===== src/rtl/sar_seq_pkg.sv =====
package sar_seq_pkg;
  localparam int unsigned CODE_W_DEF = 8;
  localparam int unsigned STEP_LEN_DEF = 8;
  localparam int unsigned SYNC_LEN_DEF = 2;

  typedef enum logic [1:0] {
    SRCH_IDLE = 2'd0,
    SRCH_RUN  = 2'd1,
    SRCH_FIN  = 2'd2
  } srch_state_e;
endpackage


===== src/rtl/sar_sync.sv =====
module sar_sync #(
  parameter int unsigned N      = 2,
  parameter int unsigned STAGES = 2,
  parameter logic [N-1:0] RST_VAL = '1
) (
  input  logic         clk_i,
  input  logic         rst_ni,
  input  logic [N-1:0] d_i,
  output logic [N-1:0] q_o
);
  logic [STAGES-1:0][N-1:0] chain_q;

  always_ff @(posedge clk_i or negedge rst_ni) begin
    if (!rst_ni) chain_q <= {STAGES{RST_VAL}};
    else         chain_q <= {chain_q[STAGES-2:0], d_i};
  end

  assign q_o = chain_q[STAGES-1];
endmodule


===== src/rtl/sar_start_ctrl.sv =====
module sar_start_ctrl #(
  parameter int unsigned STEP_LEN = 8
) (
  input  logic clk_i,
  input  logic rst_ni,
  input  logic cs_s_ni,
  input  logic wr_s_ni,
  output logic hold_o,
  output logic step_o,
  output logic go_o
);
  localparam int unsigned PH_W = (STEP_LEN > 2) ? $clog2(STEP_LEN) : 1;
  localparam logic [PH_W-1:0] PH_LAST = PH_W'(STEP_LEN - 1);

  logic [PH_W-1:0] phase_q;
  logic            start_q;

  assign hold_o = ~cs_s_ni & ~wr_s_ni;
  assign step_o = (phase_q == PH_LAST);
  // start fires on the phase wrap after release
  assign go_o   = start_q & ~hold_o & step_o;

  always_ff @(posedge clk_i or negedge rst_ni) begin
    if (!rst_ni)     phase_q <= '0;
    else if (step_o) phase_q <= '0;
    else             phase_q <= phase_q + 1'b1;
  end

  always_ff @(posedge clk_i or negedge rst_ni) begin
    if (!rst_ni)     start_q <= 1'b0;
    else if (hold_o) start_q <= 1'b1;
    else if (step_o) start_q <= 1'b0;
  end
endmodule


===== src/rtl/sar_search.sv =====
module sar_search
  import sar_seq_pkg::*;
#(
  parameter int unsigned W = 8
) (
  input  logic         clk_i,
  input  logic         rst_ni,
  input  logic         hold_i,
  input  logic         step_i,
  input  logic         go_i,
  input  logic         cmp_i,
  output logic [W-1:0] trial_o,
  output logic [W-1:0] mark_o,
  output logic         busy_o,
  output logic         done_o,
  output logic [W-1:0] code_o
);
  localparam logic [W-1:0] TOP_BIT = {1'b1, {(W-1){1'b0}}};

  srch_state_e  state_q;
  logic [W-1:0] sar_q, mark_q, code_q;
  logic         done_q;
  logic [W-1:0] decided;

  assign decided = cmp_i ? sar_q : (sar_q & ~mark_q);

  always_ff @(posedge clk_i or negedge rst_ni) begin
    if (!rst_ni) begin
      state_q <= SRCH_IDLE;
      sar_q   <= '0;
      mark_q  <= '0;
      code_q  <= '0;
      done_q  <= 1'b0;
    end else if (hold_i) begin
      state_q <= SRCH_IDLE;
      sar_q   <= '0;
      mark_q  <= '0;
      done_q  <= 1'b0;
    end else begin
      done_q <= 1'b0;
      unique case (state_q)
        SRCH_IDLE: if (go_i) begin
          sar_q   <= TOP_BIT;
          mark_q  <= TOP_BIT;
          state_q <= SRCH_RUN;
        end
        SRCH_RUN: if (step_i) begin
          sar_q  <= decided | (mark_q >> 1);
          mark_q <= mark_q >> 1;
          if (mark_q[0]) state_q <= SRCH_FIN;
        end
        SRCH_FIN: begin
          code_q  <= sar_q;
          done_q  <= 1'b1;
          state_q <= SRCH_IDLE;
        end
        default: state_q <= SRCH_IDLE;
      endcase
    end
  end

  assign trial_o = sar_q;
  assign mark_o  = mark_q;
  assign busy_o  = (state_q == SRCH_RUN);
  assign done_o  = done_q;
  assign code_o  = code_q;
endmodule


===== src/rtl/sar_seq_ctrl.sv =====
module sar_seq_ctrl
  import sar_seq_pkg::*;
#(
  parameter int unsigned W        = CODE_W_DEF,
  parameter int unsigned STEP_LEN = STEP_LEN_DEF,
  parameter int unsigned SYNC_LEN = SYNC_LEN_DEF
) (
  input  logic         clk_i,
  input  logic         rst_ni,
  input  logic         cs_ni,
  input  logic         wr_ni,
  input  logic         cmp_i,
  output logic [W-1:0] trial_o,
  output logic         busy_o,
  output logic         done_o,
  output logic [W-1:0] code_o
);
  logic [1:0]   strb_s;
  logic         hold, step, go;
  logic [W-1:0] mark;

  sar_sync #(.N(2), .STAGES(SYNC_LEN), .RST_VAL(2'b11)) i_sync (
    .clk_i (clk_i),
    .rst_ni(rst_ni),
    .d_i   ({cs_ni, wr_ni}),
    .q_o   (strb_s)
  );

  sar_start_ctrl #(.STEP_LEN(STEP_LEN)) i_start (
    .clk_i  (clk_i),
    .rst_ni (rst_ni),
    .cs_s_ni(strb_s[1]),
    .wr_s_ni(strb_s[0]),
    .hold_o (hold),
    .step_o (step),
    .go_o   (go)
  );

  sar_search #(.W(W)) i_search (
    .clk_i  (clk_i),
    .rst_ni (rst_ni),
    .hold_i (hold),
    .step_i (step),
    .go_i   (go),
    .cmp_i  (cmp_i),
    .trial_o(trial_o),
    .mark_o (mark),
    .busy_o (busy_o),
    .done_o (done_o),
    .code_o (code_o)
  );
endmodule


===== config.mk =====
export PLATFORM = sky130hd
export DESIGN_NAME = sar_seq_ctrl
export DESIGN_NICKNAME = d
export VERILOG_FILES = /design/src/rtl/sar_seq_pkg.sv /design/src/rtl/sar_sync.sv /design/src/rtl/sar_start_ctrl.sv /design/src/rtl/sar_search.sv /design/src/rtl/sar_seq_ctrl.sv
export SDC_FILE = /design/constraint.sdc
export NUM_CORES = 1
export LEC_CHECK = 0
export BUFFER_PORTS_ARGS = -buffer_cell sky130_fd_sc_hd__buf_2
export CORE_ASPECT_RATIO = 0.9
export CORE_MARGIN = 2
export CORE_UTILIZATION = 59
export CTS_CLUSTER_DIAMETER = 80
export DETAILED_ROUTE_END_ITERATION = 10
export HOLD_SLACK_MARGIN = 0.08
export PLACE_DENSITY = 0.89
export SETUP_SLACK_MARGIN = 0.5
export SLEW_MARGIN = 20
export SYNTH_ARGS = -nofsm -noshare
export SYNTH_HDL_FRONTEND = slang
export SYNTH_SLANG_ARGS = --single-unit

===== constraint.sdc =====
create_clock -name clk_i -period 3.9 [get_ports clk_i]
set_input_delay 0.78 -clock clk_i [delete_from_list [all_inputs] [get_ports clk_i]]
set_output_delay 0.78 -clock clk_i [all_outputs]
set_load 0.01 [all_outputs]

==> out/results.tsv, run 1 <==
metric	value	unit
status	completed	
slowest_stage	dfrtp_1	
layout.nets	145	
postRouteWirelength	2770	um
gp_congestion	0.895	
antenna_found_initial	0	
post-synth-top-count-cell	dfrtp_1	
path_cells	nor2b_1, buf_4, buf_2	
slew_viol_final	0	
area_growth	11.1	%
synth_top_family_by_area	compound AO/OA/AOI/OAI gates	
startpoint_type	flop	
hpwl	1920	um
max-vdd-ir-drop	285	uV
start_util	61.6	%
clock-skew-final	0.00711	ns
ant_nets	0	
tns	0	ns
synth-compound-area-share	14.8	%
leakagePower	0.000823	uW
placed_area	1590	sq um
setup_violations	0	
clkTransAtPathRegs	0.10	ns
io_buffers	22	
grt-ovfl-total	0	
synthSimpleGateAreaFrac	10.4	%
crit_path_end_kind	output port	
cts.sinks	35	
synth_fp_nets	125	
crit_family	flip-flops	
relSlewSlack	48.0	%
first_pass_iters	4	
design_area	1660	sq um
grt_first_pass_wirelength	4550	um
wl_met2	1290	um
hold_slack	0.360	ns
cts_made_buffers	5	
hold_path.class	flop to flop	
power.total	630	uW
syn_area	1490	sq um
routed.top_layer	met4	
die_h	51.7	um
met1_length	1280	um
path_buf_inv	2	
maxCapViolCount	0	
startpoint	i_search.state_q[0]$_DFFE_PN0P_	
drc	0	
yosysUniqueCellTypes	29	
clockBufferDepth	2	
post-route-period-util	52.9	%
synth_seq_cells	35	
vias	1007	
ctsResizeCount	0	
synth_fa_ha_area_share	1.68	%
hold_buffers	0	
die_width	57.0	um
async_reset_ff_share	100	%
tightest_slew	0.780	ns
arrival	1.28	ns
ys_seq_area_share	59.0	%
wire_per_inst	16.6	um
powerDensity	380	nW/um^2
yosys_warnings	0	
drt_iter0_drc	42	
worstPathRequired	3.12	ns
synth-xor-area-share	0	%
avgViaCountPerCell	6.03	
dieArea	2950	sq um
worst-path-max-fanout	17	
yosysTopAreaCellShare	52.0	%
grt_start_max_net_pins	36	
drive_gt1_share	31.7	%
muxShareOfSynthArea	8.05	%
finalHoldViolCount	0	
ys.flop_type	dfrtp_1	
ios	23	
worstSetupPathType	flop to output port	
cts-root-buf	clkbuf_4	
rr_startpoint	i_start.phase_q[0]$_DFF_PN0_	
post-route-min-period	2.06	ns
core_area	2420	sq um
cts_tree	built	
netlist_top_cells_count	dfrtp_1, inv_1, mux2_4	
critPathMaxStageDelay	0.41	ns
rsz0062_at_grt	no	
synth_area_leaders	dfrtp_1, mux2_4, dfstp_2	
gr-usage-all-layers	21.1	%
min-delay-start	i_sync.chain_q[1]$_DFF_PN1_	
max_freq	0.484	GHz
antenna_cells	0	
dr_wl_met3	145	um
syn_inst	118	
cts_max_level	2	
post_cts_buffers	0	
worstSkewPairLatency	0.33	ns
num_rows	17	
avgSynthCellArea	12.6	sq um
synth_top_area_cell	dfrtp_1	
synth-edff-count	0	
grt_pass1_vias	983	
through the flow:
stage                     setup slack (ns)  std cells  utilization [%]
after detailed placement              1.92        159             65.5
final                                 1.84        167             68.4
after CTS                             1.82        167             68.4
after global routing                  1.71        167             68.4
after global placement                2.01        159             65.5
after floorplan                       2.28        118                -
worst paths after layout:
kind | to | cells after the start | slack (ns)
max | busy_o | 3 | 1.84
min | i_sync.q_o[1]$_DFF_PN1_ | 0 | 0.36
min reg2reg | i_sync.q_o[1]$_DFF_PN1_ | 0 | 0.36
max in group asynchronous | i_search.code_o[4]$_DFFE_PN0P_ | 1 | 2.93
min in group asynchronous | i_search.trial_o[5]$_DFFE_PN0P_ | 1 | 0.50
max reg2reg | i_search.mark_o[5]$_DFFE_PN0P_ | 5 | 1.90
where the power goes:
part           internal (uW)  switching [uW]  leakage (uW)
Sequential               371            5.63      0.000463
Combinational           9.67            25.8      0.000322
Clock                    106             112     0.0000386
Total                    487             143      0.000823
logic make-up (layout without fill, tap and decap cells):
family | after synthesis | after routing
buffers and inverters | 19 | 40
muxes | 8 | 8
and+or+nand+nor | 27 | 27
DFF | 35 | 35
adders and majority gates | 2 | 2
AOI/OAI and AO/OA | 27 | 27
sequential cells by signal (all words and copies together), names as in the netlist:
register and flops:
i_search.code_o 8, i_search.mark_o 8, i_search.trial_o 8, i_start.phase_q 3, i_search.state_q 2, i_sync.chain_q 2, i_sync.q_o 2, i_search.done_o 1
i_start.start_q 1
layer usage:
| metal | track usage (%) | vias to the layer above |
|---|---|---|
| li1 | - | 481 |
| met1 | 27.4 | 487 |
| met2 | 31.2 | 32 |
| met3 | 5.47 | 7 |
| met4 | 14.0 | 0 |
| met5 | 0 | - |
area by class of cell:
| class | instances | area [sq um] |
|---|---|---|
| Clock buffer | 8 | 68.8 |
| Fill cell | 171 | 767 |
| Tap cell | 28 | 35.0 |
| Inverter | 9 | 33.8 |
| Sequential cell | 35 | 881 |
| Multi-Input combinational cell | 64 | 522 |
| Timing Repair Buffer | 23 | 118 |
worst reg2reg max path, stage by stage (launching register included):
cell,delay (ns)
dfrtp_1,0.36
ha_1,0.15
ha_1,0.41
nand2b_1,0.36
o21a_1,0.36
a22o_1,0.26
placed cells by master, fill, tap and decap left out:
| cell | instances |
|---|---|
| dfrtp_1 | 31 |
| buf_2 | 22 |
| inv_1 | 9 |
| mux2_4 | 8 |
| a22o_1 | 7 |
| nand4_1 | 7 |
| o2111ai_1 | 7 |
| o211ai_1 | 7 |
| nand3_1 | 7 |
| clkbuf_4 | 5 |
| nor2_1 | 4 |
| dfstp_2 | 4 |
| and3_1 | 2 |
| nand2b_1 | 2 |
| ha_1 | 2 |
| clkbuf_8 | 2 |
| nor2b_1 | 1 |
| or2_1 | 1 |
| and3_4 | 1 |
| a21oi_1 | 1 |
| nor4_1 | 1 |
| o311ai_0 | 1 |
| o41ai_1 | 1 |
| o221a_2 | 1 |
| o21a_1 | 1 |
| and2_1 | 1 |
| o21ai_0 | 1 |
| clkbuf_1 | 1 |
| buf_4 | 1 |
No activity file was read; power rests on OpenSTA's default activity.
==> run 2, diff against run 1 <==
Settings changed: CORE_UTILIZATION 59 to 55, PLACE_DENSITY 0.89 to 0.85.
Clock period 3.9 ns to 1.95 ns, I/O delays scaled along.
==> out/results.tsv, run 2 (synthesis results as in run 1) <==
metric	value	unit
layout_commonest_cell	dfrtp_1	
setup_slack	0.522	ns
start_util	59.5	%
core_area	2510	sq um
hold_buffers	0	
final_cell_mix	dfrtp_1, buf_2, inv_1	
cts-root-buf	clkbuf_4	
drt_iter0_drc	37	
clockBufferDepth	2	
antenna_cells	0	
gp_congestion	0.868	
hpwl	1990	um
maxCapViolCount	0	
final-instance-count-excl-fill	175	
failed_checks	DRC	
placed_area	1610	sq um
ios	23	
die_h	53.4	um
leakagePower	0.000867	uW
clock-skew-final	0.00776	ns
crit_family	flip-flops	
gr-usage-all-layers	21.3	%
cts_made_buffers	5	
finalHoldViolCount	0	
avgViaCountPerCell	6.08	
n_fill_cell	163	
setup_violations	0	
worst-path-max-fanout	3	
ant_nets	0	
rr_startpoint	i_sync.q_o[1]$_DFF_PN1_	
grt_first_pass_wirelength	4780	um
hold_path.class	primary input to async pin	
vias	1064	
clkTransAtPathRegs	0.10	ns
wire_per_inst	17.0	um
num_rows	17	
path_cells	nor2b_4, buf_6	
design_area	1780	sq um
max_freq	0.700	GHz
grt-ovfl-total	0	
reg2reg_to	i_search.code_o[1]$_DFFE_PN0P_	
slowest_stage	dfrtp_2	
max-vdd-ir-drop	417	uV
path_buf_inv	1	
rsz0062_at_grt	yes	
powerDensity	717	nW/um^2
die_width	58.9	um
critPathMaxStageDelay	0.45	ns
r2r_slack	0.54	ns
io_buffers	22	
first_pass_iters	8	
layout.nets	153	
postRouteWirelength	2980	um
slew_viol_final	0	
worstSkewPairLatency	0.33	ns
fin_util	71.0	%
drive_gt1_share	40.8	%
worstSetupPathType	flop to output port	
cts_tree	built	
drc	3	
rr_worst_depth	3	
status	finished with violations	
arrival	1.04	ns
relSlewSlack	51.9	%
dieArea	3150	sq um
crit_path_end_kind	output port	
post-route-period-util	73.2	%
pre_cts_slack	0.307	ns
cts_max_level	2	
cts.sinks	35	
grt_start_max_net_pins	36	
grt_pass1_vias	1018	
post-route-min-period	1.43	ns
tightest_slew	0.722	ns
startpoint_type	flop	
area_growth	19.4	%
worstPathRequired	1.56	ns
tns	0	ns
dp.cells	162	
antenna_found_initial	0	
[run 2: routing by layer]
metal | part of all wire, % | track usage [%] | up-vias
li1 | - | - | 493
met1 | 46 | 26.1 | 547
met2 | 49 | 35.2 | 20
met3 | 3.8 | 8.07 | 4
met4 | 0.77 | 5.68 | 0
met5 | 0 | 0 | -
[run 2: metrics by stage]
step | power [uW] | hold slack, ns
floorplan | 808 | 0.0944
global placement | 839 | 0.346
detailed placement | 843 | 0.352
CTS | 1270 | 0.127
global route | 1330 | 0.128
finish | 1280 | 0.105
[run 2: what timing repair did]
action / CTS / global route
buffers inserted: 1 / 4
pin swaps: 0 / 1
resized for setup: 11 / 6
setup endpoints to repair: 13 / 11
gates cloned: 0 / 0
[run 2: cell type report]
class / count / area (sq um) / share of cell area (%)
multi-input combinational: 64 / 572 / 32.1
sequential: 35 / 882 / 49.5
clock buffer: 8 / 68.8 / 3.86
timing repair buffer: 31 / 191 / 10.7
inverter: 9 / 33.8 / 1.89
tap: 28 / 35.0 / 1.96
[run 2: power by group]
part           switching (uW)  total [uW]  internal (uW)
logic                    59.1        94.7           35.6
clock network             217         429            212
registers                12.7         755            742
total                     289        1280            990
[run 2: worst max path at each step]
stage	start	end	slack [ns]	depth (start not counted)
2_1_floorplan	i_sync.q_o[0]$_DFF_PN1_	i_search.code_o[0]$_DFFE_PN0P_	0.50	5
3_3_place_gp	i_start.phase_q[0]$_DFF_PN0_	i_search.mark_o[3]$_DFFE_PN0P_	0.38	5
3_5_place_dp	i_start.phase_q[0]$_DFF_PN0_	i_search.mark_o[0]$_DFFE_PN0P_	0.31	5
4_1_cts	i_search.state_q[1]$_DFFE_PN0P_	busy_o	0.49	2
5_1_grt	i_start.phase_q[0]$_DFF_PN0_	i_search.state_q[0]$_DFFE_PN0P_	0.47	5
6_report	i_search.state_q[1]$_DFFE_PN0P_	busy_o	0.52	2
==> run 3, diff against run 2 <==
Clock period 1.95 ns to 1.5 ns, I/O delays scaled along.
==> out/results.tsv, run 3 (synthesis results as in run 1) <==
metric	value	unit
status	finished with violations	
failed_checks	DRC, setup timing	
hpwl	2230	um
area_growth	41.7	%
p_int	1230	uW
reg2reg_to	i_search.trial_o[6]$_DFFE_PN0P_	
cts-root-buf	clkbuf_4	
path_cells	ha_4, ha_4, nand2b_4, buf_6, o211ai_1, nand3_1	
tns	-0.0533	ns
worstSkewPairLatency	0.37	ns
min-delay-start	i_sync.chain_q[1]$_DFF_PN1_	
slew_viol_final	0	
num_rows	17	
worstPathRequired	1.72	ns
layout_commonest_cell	dfrtp_1	
layout.nets	183	
post-route-min-period	1.55	ns
p_comb_share	11.1	%
core_area	2510	sq um
grt-ovfl-total	0	
antenna_found_initial	0	
worst-path-max-fanout	7	
cp_common_cell	ha_4	
ant_nets	0	
rsz0062_at_grt	yes	
crit_path_end_kind	flop	
max_freq	0.644	GHz
startpoint_type	flop	
relSlewSlack	77.8	%
cts_max_level	2	
drc	4	
powerDensity	812	nW/um^2
die_h	53.4	um
wire_per_inst	25.8	um
arrival	1.78	ns
post-route-period-util	104	%
drive_gt1_share	53.7	%
avgViaCountPerCell	6.99	
drt_iter0_drc	159	
dieArea	3150	sq um
slowest_stage	dfrtp_1	
antenna_cells	0	
worstSetupPathType	flop to flop	
setup_violations	1	
leakagePower	0.00103	uW
clkTransAtPathRegs	0.14	ns
dp.cells	166	
tightest_slew	0.329	ns
rr_worst_depth	6	
postRouteWirelength	5300	um
hold_path.class	flop to flop	
io_buffers	22	
holdPathStages	0	
cts_made_buffers	5	
hold_path_end	i_sync.q_o[1]$_DFF_PN1_	
seqPwrFrac	57.3	%
critPathMaxStageDelay	0.40	ns
setup_slack	-0.0533	ns
grt_first_pass_wirelength	7420	um
n_fill_cell	104	
cts_tree	built	
clkPwrFrac	31.7	%
swShare	28.5	%
finalHoldViolCount	0	
ios	23	
rr_startpoint	i_start.phase_q[1]$_DFF_PN0_	
final-instance-count-excl-fill	205	
vias	1433	
grt_start_max_net_pins	23	
grt_pass1_vias	1371	
die_width	58.9	um
start_util	59.5	%
gr-usage-all-layers	34.3	%
cts.sinks	35	
first_pass_iters	8	
final_cell_mix	dfrtp_1, buf_4, buf_2	
power.total	1720	uW
max-vdd-ir-drop	606	uV
maxCapViolCount	0	
r2r_slack	-0.05	ns
power.switching	489	uW
clockBufferDepth	2	
gp_congestion	0.880	
fin_util	84.2	%
clock-skew-final	0.0267	ns
==> run 3: cell count changes in the layout (fill, tap and decap cells not counted), sizes merged <==
| cell | previous run | this run |
|---|---|---|
| and3 | 3 | 4 |
| clkbuf | 8 | 6 |
| clkinvlp | 0 | 2 |
| dlygate4sd3 | 0 | 3 |
| buf | 31 | 56 |
| clkinv | 0 | 1 |
==> run 3: what timing repair did <==
item	in CTS	in global routing
pin swaps	25	10
resized for setup	21	14
endpoints found under the setup margin	46	47
setup buffers	19	7
hold buffers	3	0
endpoints found under the hold margin	18	0
cloned	2	0
==> run 3: how the worst max path moves through the flow <==
stage | from | depth (start not counted) | endpoint | slack [ns]
detailed placement | i_start.phase_q[0]$_DFF_PN0_ | 5 | i_search.mark_o[6]$_DFFE_PN0P_ | 0.08
CTS | i_start.phase_q[0]$_DFF_PN0_ | 5 | i_search.mark_o[4]$_DFFE_PN0P_ | 0.13
global placement | i_start.phase_q[0]$_DFF_PN0_ | 5 | i_search.mark_o[1]$_DFFE_PN0P_ | 0.13
global route | i_start.phase_q[1]$_DFF_PN0_ | 6 | i_search.trial_o[6]$_DFFE_PN0P_ | -0.16
floorplan | i_sync.q_o[1]$_DFF_PN1_ | 5 | i_search.code_o[0]$_DFFE_PN0P_ | 0.07
finish | i_start.phase_q[1]$_DFF_PN0_ | 6 | i_search.trial_o[6]$_DFFE_PN0P_ | -0.05
==> run 3: critical path: cells and delay by family, from the launching register on <==
family | cells | cell delay [ns]
AOI/OAI and AO/OA | 1 | 0.29
and+or+nand+nor | 2 | 0.28
DFF | 1 | 0.40
adders and majority gates | 2 | 0.32
buffers and inverters | 1 | 0.15
==> run 3: area by class of cell <==
cell class | instances | area (sq um) | share of cell area [%]
tap | 28 | 35.0 | 1.66
sequential | 35 | 881 | 41.7
multi-input combinational | 65 | 614 | 29.1
clock inverter | 3 | 20.0 | 0.947
clock buffer | 5 | 37.5 | 1.78
timing repair buffer | 60 | 493 | 23.3
inverter | 9 | 33.8 | 1.60
==> run 3: power by group through the flow <==
| stage | clock network, uW | logic, uW | registers, uW |
|---|---|---|---|
| 2_1_floorplan | 0 | 60.9 | 996 |
| 3_3_place_gp | 0 | 106 | 997 |
| 3_5_place_dp | 0 | 113 | 998 |
| 4_1_cts | 506 | 154 | 977 |
| 5_1_grt | 581 | 198 | 984 |
| 6_report | 543 | 190 | 983 |
==> run 3: through the flow <==
stage | setup slack [ns] | hold slack (ns) | area (sq um)
global route | -0.159 | 0.339 | 2110
global placement | 0.127 | 0.234 | 1680
CTS | 0.127 | 0.352 | 1990
finish | -0.0533 | 0.339 | 2110
floorplan | 0.0671 | 0.00441 | 1560
detailed placement | 0.0780 | 0.237 | 1680
==> run 3: routing by layer <==
metal | routed length (um) | global-route usage [%] | up-vias
met1 | 1980 | 41.3 | 694
li1 | - | - | 559
met3 | 637 | 9.78 | 43
met4 | 347 | 17.8 | 0
met2 | 2330 | 55.9 | 137
met5 | 0 | 0 | -
